**src/rtl/pvic_pkg.sv**
```systemverilog
`timescale 1ns/1ps
package pvic_pkg;
  localparam int OFS_W = 6;
  localparam logic [OFS_W-1:0] OFS_NORM_STAT = 6'h00;
  localparam logic [OFS_W-1:0] OFS_FAST_STAT = 6'h01;
  localparam logic [OFS_W-1:0] OFS_ROUTE     = 6'h02;
  localparam logic [OFS_W-1:0] OFS_EN_SET    = 6'h03;
  localparam logic [OFS_W-1:0] OFS_EN_CLR    = 6'h04;
  localparam logic [OFS_W-1:0] OFS_SOFT_SET  = 6'h05;
  localparam logic [OFS_W-1:0] OFS_SOFT_CLR  = 6'h06;
  localparam logic [OFS_W-1:0] OFS_VECTOR    = 6'h07;
  localparam logic [OFS_W-1:0] OFS_DEFAULT   = 6'h08;
  // offset[5:4] selects a slot bank, offset[3:0] the slot
  localparam logic [1:0] BANK_SLOT_ADDR = 2'b01;
  localparam logic [1:0] BANK_SLOT_CTL  = 2'b10;
  localparam int CTL_EN_BIT = 5;

  typedef struct packed {
    logic       wrRoute;
    logic       wrEnSet;
    logic       wrEnClr;
    logic       wrSoftSet;
    logic       wrSoftClr;
    logic       wrDefault;
    logic       wrSlotAddr;
    logic       wrSlotCtl;
    logic [3:0] slotIdx;
  } strobe_t;
endpackage

```
**src/rtl/pvic_control.sv**
```systemverilog
`timescale 1ns/1ps
module pvic_control
  import pvic_pkg::*;
#(
  parameter int NUM_SLOT = 16,
  parameter int LEVEL_W  = 5
) (
  input  logic               clk,
  input  logic               rstN,
  input  logic               busSel,
  input  logic               busWr,
  input  logic [OFS_W-1:0]   busAddr,
  input  logic [LEVEL_W-1:0] winLevel,
  output strobe_t            strb,
  output logic               holdValid,
  output logic [LEVEL_W-1:0] holdLevel
);
  localparam logic [4:0] SLOT_LIM = NUM_SLOT[4:0];

  logic slotInRange;
  logic vecRead;
  logic vecAck;

  assign slotInRange = ({1'b0, busAddr[3:0]} < SLOT_LIM);

  always_comb begin
    strb         = '0;
    strb.slotIdx = busAddr[3:0];
    vecRead      = busSel && !busWr && (busAddr == OFS_VECTOR);
    vecAck       = busSel && busWr && (busAddr == OFS_VECTOR);
    if (busSel && busWr) begin
      case (busAddr)
        OFS_ROUTE:    strb.wrRoute   = 1'b1;
        OFS_EN_SET:   strb.wrEnSet   = 1'b1;
        OFS_EN_CLR:   strb.wrEnClr   = 1'b1;
        OFS_SOFT_SET: strb.wrSoftSet = 1'b1;
        OFS_SOFT_CLR: strb.wrSoftClr = 1'b1;
        OFS_DEFAULT:  strb.wrDefault = 1'b1;
        default: begin
          strb.wrSlotAddr = (busAddr[5:4] == BANK_SLOT_ADDR) && slotInRange;
          strb.wrSlotCtl  = (busAddr[5:4] == BANK_SLOT_CTL) && slotInRange;
        end
      endcase
    end
  end

  // Rank hold: set by a vector read, released by any vector write
  always_ff @(posedge clk) begin
    if (!rstN) begin
      holdValid <= 1'b0;
      holdLevel <= '0;
    end else if (vecAck) begin
      holdValid <= 1'b0;
      holdLevel <= '0;
    end else if (vecRead) begin
      holdValid <= 1'b1;
      holdLevel <= winLevel;
    end
  end

  AST_READ_SETS_HOLD: assert property (@(posedge clk) disable iff (!rstN)
    vecRead |=> holdValid);
  AST_ACK_RELEASES: assert property (@(posedge clk) disable iff (!rstN)
    vecAck |=> !holdValid);
  AST_HOLD_LEVEL_BOUND: assert property (@(posedge clk) disable iff (!rstN)
    holdValid |-> (holdLevel <= LEVEL_W'(NUM_SLOT)));
endmodule

```
**src/rtl/pvic_datapath.sv**
```systemverilog
`timescale 1ns/1ps
module pvic_datapath
  import pvic_pkg::*;
#(
  parameter int NUM_SRC  = 32,
  parameter int NUM_SLOT = 16,
  parameter int LEVEL_W  = 5
) (
  input  logic               clk,
  input  logic               rstN,
  input  strobe_t            strb,
  input  logic [OFS_W-1:0]   busAddr,
  input  logic [NUM_SRC-1:0] busWdata,
  output logic [NUM_SRC-1:0] busRdata,
  input  logic [NUM_SRC-1:0] reqIn,
  input  logic               holdValid,
  input  logic [LEVEL_W-1:0] holdLevel,
  output logic [LEVEL_W-1:0] winLevel,
  output logic               irqOut,
  output logic               fiqOut
);
  localparam int SRC_IW = $clog2(NUM_SRC);
  localparam logic [4:0] SLOT_LIM = NUM_SLOT[4:0];

  logic [NUM_SRC-1:0] routeReg, enReg, softReg, defAddr;
  logic [NUM_SRC-1:0] pend, normStat, fastStat, winAddr;
  logic [NUM_SRC-1:0] slotAddr [NUM_SLOT];
  logic [SRC_IW-1:0]  slotSrc  [NUM_SLOT];
  logic [NUM_SLOT-1:0] slotOn, slotHit, aboveHold;

  always_ff @(posedge clk) begin
    if (!rstN) begin
      routeReg <= '0;
      enReg    <= '0;
      softReg  <= '0;
      defAddr  <= '0;
    end else begin
      if (strb.wrRoute)   routeReg <= busWdata;
      if (strb.wrEnSet)   enReg    <= enReg | busWdata;
      if (strb.wrEnClr)   enReg    <= enReg & ~busWdata;
      if (strb.wrSoftSet) softReg  <= softReg | busWdata;
      if (strb.wrSoftClr) softReg  <= softReg & ~busWdata;
      if (strb.wrDefault) defAddr  <= busWdata;
    end
  end

  assign pend     = (reqIn | softReg) & enReg;
  assign normStat = pend & ~routeReg;
  assign fastStat = pend & routeReg;
  assign fiqOut   = |fastStat;

  for (genvar k = 0; k < NUM_SLOT; k++) begin : gSlot
    always_ff @(posedge clk) begin
      if (!rstN) begin
        slotAddr[k] <= '0;
        slotSrc[k]  <= '0;
        slotOn[k]   <= 1'b0;
      end else begin
        if (strb.wrSlotAddr && strb.slotIdx == 4'(k)) slotAddr[k] <= busWdata;
        if (strb.wrSlotCtl && strb.slotIdx == 4'(k)) begin
          slotSrc[k] <= busWdata[SRC_IW-1:0];
          slotOn[k]  <= busWdata[CTL_EN_BIT];
        end
      end
    end
    assign slotHit[k]   = slotOn[k] && normStat[slotSrc[k]];
    assign aboveHold[k] = (LEVEL_W'(k) < holdLevel);
  end

  // Lowest index wins; no hit leaves the default at the bottom rank
  always_comb begin
    winLevel = LEVEL_W'(NUM_SLOT);
    winAddr  = defAddr;
    for (int k = NUM_SLOT - 1; k >= 0; k--) begin
      if (slotHit[k]) begin
        winLevel = LEVEL_W'(k);
        winAddr  = slotAddr[k];
      end
    end
  end

  assign irqOut = holdValid ? |(slotHit & aboveHold) : |normStat;

  always_comb begin
    busRdata = '0;
    case (busAddr)
      OFS_NORM_STAT: busRdata = normStat;
      OFS_FAST_STAT: busRdata = fastStat;
      OFS_ROUTE:     busRdata = routeReg;
      OFS_EN_SET:    busRdata = enReg;
      OFS_SOFT_SET:  busRdata = softReg;
      OFS_VECTOR:    busRdata = winAddr;
      OFS_DEFAULT:   busRdata = defAddr;
      default: begin
        if ({1'b0, busAddr[3:0]} < SLOT_LIM) begin
          if (busAddr[5:4] == BANK_SLOT_ADDR) busRdata = slotAddr[busAddr[3:0]];
          if (busAddr[5:4] == BANK_SLOT_CTL) begin
            busRdata[SRC_IW-1:0] = slotSrc[busAddr[3:0]];
            busRdata[CTL_EN_BIT] = slotOn[busAddr[3:0]];
          end
        end
      end
    endcase
  end

  AST_EN_CLEARED: assert property (@(posedge clk) disable iff (!rstN)
    strb.wrEnClr |=> ((enReg & $past(busWdata)) == '0));
  AST_SOFT_FORCED: assert property (@(posedge clk) disable iff (!rstN)
    strb.wrSoftSet |=> ((softReg & $past(busWdata)) == $past(busWdata)));
  AST_IRQ_NEEDS_NORMAL: assert property (@(posedge clk) disable iff (!rstN)
    irqOut |-> (|normStat));
  AST_FIQ_NEEDS_ROUTE: assert property (@(posedge clk) disable iff (!rstN)
    fiqOut |-> (|(routeReg & enReg)));
  AST_ROUTE_WRITE_KEPT: assert property (@(posedge clk) disable iff (!rstN)
    strb.wrRoute |=> (routeReg == $past(busWdata)));
endmodule

```
**src/rtl/prio_vector_irq.sv**
```systemverilog
`timescale 1ns/1ps
module prio_vector_irq
  import pvic_pkg::*;
#(
  parameter int NUM_SRC  = 32,
  parameter int NUM_SLOT = 16
) (
  input  logic               clk,
  input  logic               rstN,
  input  logic               busSel,
  input  logic               busWr,
  input  logic [OFS_W-1:0]   busAddr,
  input  logic [NUM_SRC-1:0] busWdata,
  output logic [NUM_SRC-1:0] busRdata,
  input  logic [NUM_SRC-1:0] reqIn,
  output logic               irqOut,
  output logic               fiqOut
);
  localparam int LEVEL_W = $clog2(NUM_SLOT + 1);

  strobe_t            strb;
  logic               holdValid;
  logic [LEVEL_W-1:0] holdLevel;
  logic [LEVEL_W-1:0] winLevel;

  pvic_control #(.NUM_SLOT(NUM_SLOT), .LEVEL_W(LEVEL_W)) uCtrl (
    .clk(clk), .rstN(rstN), .busSel(busSel), .busWr(busWr), .busAddr(busAddr),
    .winLevel(winLevel), .strb(strb), .holdValid(holdValid), .holdLevel(holdLevel)
  );

  pvic_datapath #(.NUM_SRC(NUM_SRC), .NUM_SLOT(NUM_SLOT), .LEVEL_W(LEVEL_W)) uData (
    .clk(clk), .rstN(rstN), .strb(strb), .busAddr(busAddr), .busWdata(busWdata),
    .busRdata(busRdata), .reqIn(reqIn), .holdValid(holdValid), .holdLevel(holdLevel),
    .winLevel(winLevel), .irqOut(irqOut), .fiqOut(fiqOut)
  );
endmodule

```
**config.mk**
```make
export PLATFORM = sky130hd
export DESIGN_NAME = prio_vector_irq
export DESIGN_NICKNAME = d
export VERILOG_FILES = /design/src/rtl/pvic_pkg.sv /design/src/rtl/pvic_control.sv /design/src/rtl/pvic_datapath.sv /design/src/rtl/prio_vector_irq.sv
export SDC_FILE = /design/constraint.sdc
export NUM_CORES = 2
export LEC_CHECK = 0
export ABC_AREA = 1
export BUFFER_PORTS_ARGS = -buffer_cell sky130_fd_sc_hd__buf_2
export CAP_MARGIN = 40
export CORE_AREA = 2 2 298 300
export DETAILED_ROUTE_END_ITERATION = 12
export DIE_AREA = 0 0 300 302
export PLACE_DENSITY = 0.63
export SLEW_MARGIN = 20
export SYNTH_ARGS = -nofsm -noshare
export SYNTH_HDL_FRONTEND = slang
export SYNTH_SLANG_ARGS = --single-unit
```
**constraint.sdc**
```tcl
create_clock -name clk -period 5.7 [get_ports clk]
set_clock_uncertainty 0.2 [all_clocks]
set_input_delay 0.285 -clock clk [delete_from_list [all_inputs] [get_ports clk]]
set_output_delay 0.285 -clock clk [all_outputs]
set_load 0.02 [all_outputs]
```
# After elaboration in Yosys (flattened, before gate mapping)
# Memory sizes are Yosys's and may differ from the RTL's.
# Index checks and enable logic that the tools add are counted.
[word_totals] n_memories=2 regBits=150 out_inout_bits=34 mem_bits_rw=592 elab_cells=399 in_bits=74
[op_classes] mux=211 n_eq_ne=25 n_bitwise=44 n_reduce_logical=62 n_lt_le_gt_ge=33
[memory_table] name="uData.slotAddr" depth=16 width=32 read_ports=17 rd_ports_with_merged_regs=0 wr=16 line_no="pvic_datapath.sv:27" source="logic [NUM_SRC-1:0] slotAddr [NUM_SLOT];"
[memory_table] name="uData.slotSrc" depth=16 width=5 read_ports=17 rd_ports_with_merged_regs=0 wr=16 line_no="pvic_datapath.sv:28" source="logic [SRC_IW-1:0] slotSrc [NUM_SLOT];"
[op_table] cell="$mux W32" count=37
[op_table] cell="$pmux W32 S7" count=1
[op_table] cell="$and A32 B32 Y32" count=5
[op_table] cell="$mux W5" count=32
[op_table] cell="$mux W1" count=121
[op_table] cell="$lt A5 B6 Y1 const B" count=16
[op_table] cell="$or A32 B32 Y32" count=3
[op_table] cell="$bmux W1 S5" count=16
[op_table] cell="$not A32 Y32" count=2
[op_table] cell="$reduce_or A32 Y1" count=2
[op_table] cell="$logic_and A1 B1 Y1" count=52
[op_table] cell="$lt A4 B5 Y1 const A" count=8
[op_table] cell="$eq A4 B4 Y1 const B" count=8
[op_table] cell="$or A1 B1 Y1" count=32
[op_table] cell="$eq A6 B3 Y1 const B" count=4
[op_table] cell="$lt A3 B5 Y1 const A" count=4
[op_table] cell="$and A16 B16 Y16" count=1
[op_table] cell="$eq A4 B3 Y1 const B" count=4
[op_table] cell="$reduce_or A16 Y1" count=1
[op_table] cell="$eq A6 B2 Y1 const B" count=2
[op_table] cell="$lt A1 B5 Y1 const A" count=2
[op_table] cell="$lt A2 B5 Y1 const A" count=2
[op_table] cell="$eq A4 B2 Y1 const B" count=2
[op_table] cell="$mux W8" count=1
[op_table] cell="other kinds (16)" count=17

# Depth between registers and ports, before layout
[depth] ltp_word=23 depth_mapped=30 ltp_nobuf=29

# Modules after synthesis
# Synthesis repeated with hierarchy kept, for this count alone.
[unflattened] hier_cells=5827 hier_area_um2=44979.4
[by_module_without_submodules] module="pvic_datapath" cells_per_inst=5772 area_per_inst_um2=44537.7 seq_area_each_um2=20659.8 n_inst=1
[by_module_without_submodules] module="pvic_control" cells_per_inst=55 area_per_inst_um2=441.7 seq_area_each_um2=120.1 n_inst=1

# Worst setup path after synthesis
# Ideal clock, no wire load.
[synth_path] kind="reg-to-output" from="memory uData.slotSrc[13][0] (netlist name)" to="output busRdata[0]" t_arrival_ns=2.497 stages_incl_launch_ff=28 path_slack_ns=2.718 path_buffers=4 required_ns=5.215 path_cell_list="edfxtp_1 buf_4 inv_2 buf_4 nand2_1 nand3_1 nand3_1 nand3_1 nand2_1 nand2_1 nand3_2 nand2_2 buf_6 buf_6 a21oi_2 nand2_1 nand2_1 nand2_1 nand2_1 nand2_1 nand2_1 nand2_1 nand2_1 nand2_1 nand2_1 nand2_1 nand2_1 a21oi_1"
[synth_rtl] item="start, declared" line_no="pvic_datapath.sv:28"
[synth_rtl] item="end, declared" line_no="prio_vector_irq.sv:14" source="output logic [NUM_SRC-1:0] busRdata,"

==> impl_results.md <==
- Rows: 109
- Post-DP HPWL: 147 mm
- Buffers on Ports: 107
- Share of layout cells above drive strength 1: 0.116
- Vias: 45,628
- Setup_tns: 0 ns
- Max-Cap Viols: 0
- Max FO, Critical Path: 13
- Hold Path Class: primary input to flop
- Endpoint type of the worst setup path: output port
- DR iter-0 viols: 7,165
- Leading area contributor after synthesis: edfxtp_1
- PD cells: 262 nW/um^2
- Via density: 6.60
- Most common cell after layout, fill and taps aside: nand2_1
- Synth top area cells: edfxtp_1, nand2_1, dfxtp_1
- Core ar.: 87,600 sq um
- Final Hold Viols: 6
- Register area share after synthesis: 0.469
- Clock Sinks: 742
- Worst R2R Setup Slack: 1.55 ns
- Slew Limit Headroom: 0.333
- WL met2: 90.1 mm
- Vias in the first global route: 42,154
- FMAX: 0.176 GHz
- Initial core utilization: 0.506
- Total global-route track usage: 0.470
- Post-synth EDFFs: 592
- 1st-pass router iterations: 8
- First-pass GRT wire length: 305 mm
- Area growth syn-to-layout: 12.2%
- Synth warn: 0
- Worst EP required: 5.22 ns
- GRT overflow: 0
- Slew @ Worst Pin: 1.00 ns
- Post-Syn Nets: 5,731
- Util after Layout: 0.568
- Buf+Inv Stages, Crit Path: 4
- Syn Inst Count: 5,657
- CP max-delay cell: nand2_1
- Netlist Area Pre-Place: 44,300 sq um
- Top cell type's share of synthesized area: 0.401
- Detailed Route WL: 217 mm
- Met3 wire length: 28.7 mm
- # IOs: 108
- Root buf cell: clkbuf_16
- Worst setup SP type: flop
- Mean routed wirelength per cell: 31.4 um
- Endpoints failing setup: 0
- Crit path arrival time: 5.19 ns
- Die width: 300 um
- NumNets Final: 5,755
- Syn avg cell area: 7.84 sq um
- Critical path, cell by cell: inv_1 > nand2_2 > nand2_1 > nor2_4 > inv_1 > nor2_1 > o221ai_1 > nand3_1 > nand3_1 > nand2_1 > nand2_2 > nand2_1 > buf_4 > a21oi_1 > o21ai_1 > nand2_1 > nand2_1 > nand2_1 > nand2_1 > nand3_1 > nand3_1 > buf_2
- CTS tree: built
- Min Tclk post-route: 5.68 ns
- Die H: 302 um
- Unrepaired setup endpoints after global routing: false
- Drc violations: 0
- Fillers: 8,136
- CP top delay family: simple AND/OR/NAND/NOR gates
- Placer Congestion: 1.07
- Primary FF master, synth: edfxtp_1
- Full die area: 90,600 sq um
- Initial antenna violation count: 7
- Asr flop ratio synth: 0
- Leak Pwr: 0.0195 uW
- Length of routed wiring on met1: 75.9 mm
- Synth cell types: 55
- Most used cell, CP: nand2_1
- CTS Buf Count: 85
- Failing checks: negative hold slack
- Pins over their slew limit: 0
- Synth Register Bits: 742
- Worst hold margin: -0.0359 ns
- Status: finished with violations
- CP peak stage delay: 0.79 ns
- Post-route antenna net violation count: 0
- Max Used Layer: met5
- Worst Path Class, Setup: flop to output port
- Max IR drop VDD: 0.000228 V
- Largest net degree at the start of global routing: 107
- Worst-path clk slew: 0.06 ns
- H-tree depth: 3
- Clock buffer depth: 3
- Most frequent cells in the layout: nand2_1, nor2_1, edfxtp_1
- Power Total: 13,100 uW
- Clk_lat worst skew: 0.70 ns
- Final period util: 0.996
metal layers:
metal  global-route usage  up-vias
met5                    0        -
met1                0.578    21506
li1                     -    19645
met4                0.412       12
met3                0.130      857
met2                0.681     3608
cells by family after synthesis:
family | after synthesis | share of synthesized area
flops | 742 | 0.469
compound gates | 1411 | 0.194
simple gates | 2533 | 0.245
buf+inv | 971 | 0.0928
stage by stage:
| stage | cells | cell area, sq um | setup slack, ns |
|---|---|---|---|
| floorplan | 5657 | 44300 | 2.72 |
| global placement | 6688 | 46000 | 0.997 |
| detailed placement | 6719 | 46600 | 0.999 |
| CTS | 6903 | 49600 | 0.306 |
| global route | 6911 | 49800 | 0.0358 |
| finish | 6913 | 49800 | 0.0240 |
timing repair:
item                                    in CTS  in global routing
setup buffers                                0                  0
endpoints found under the setup margin       0                 17
resized for setup                            0                  3
hold buffers                                32                  0
endpoints found under the hold margin       97                  0
state kept, by name, summed over array words and instances (netlist names), named ones only:
signal / cells
uData.slotAddr: 512
uData.defAddr: 32
uCtrl.holdValid: 1
uData.slotOn: 16
uData.routeReg: 32
uData.slotSrc: 80
uCtrl.holdLevel: 5
path summary, 6_finish.rpt:
kind                         from            endpoint  cells past startpoint
max                          flop        busRdata[26]                     22
max reg2reg  uData.slotSrc[13][0]  uCtrl.holdLevel[0]                     18
min                          rstN                flop                      3
min reg2reg                  flop                flop                      2
cell type report:
cell class / instances / area (sq um) / share of cell area
clock inverter: 40 / 350 / 0.00704
multi-input combinational: 3944 / 19700 / 0.395
tap: 1165 / 1460 / 0.0293
inverter: 543 / 2050 / 0.0413
antenna: 2 / 5.00 / 0.000101
sequential: 742 / 20800 / 0.418
timing repair buffer: 365 / 3130 / 0.0629
clock buffer: 112 / 2340 / 0.0471
Yosys cell counts, types with 48 or more instances:
cell type  instances
buf_2             87
clkbuf_1         266
a21oi_1          400
o22ai_1          131
dfxtp_1          150
a22oi_1          237
nor3_1           115
nand2_1         1114
o221ai_1          68
inv_2             48
o211ai_1          99
o21ai_0          367
edfxtp_1         592
inv_1            449
nand2_2           53
nand4_1           85
nor2_1           766
nand3_1          323
power by group:
group | internal [uW] | total (uW) | switching (uW)
sequential | 6070 | 6240 | 175
combinational | 343 | 1300 | 960
clock | 3150 | 5520 | 2370
tightest hold or removal path, cell delays in order:
cell and delay [ns]:
buf_6 0.26, o21ai_0 0.18, a21oi_1 0.05
Note: power is estimated with default switching activity, not from simulation.
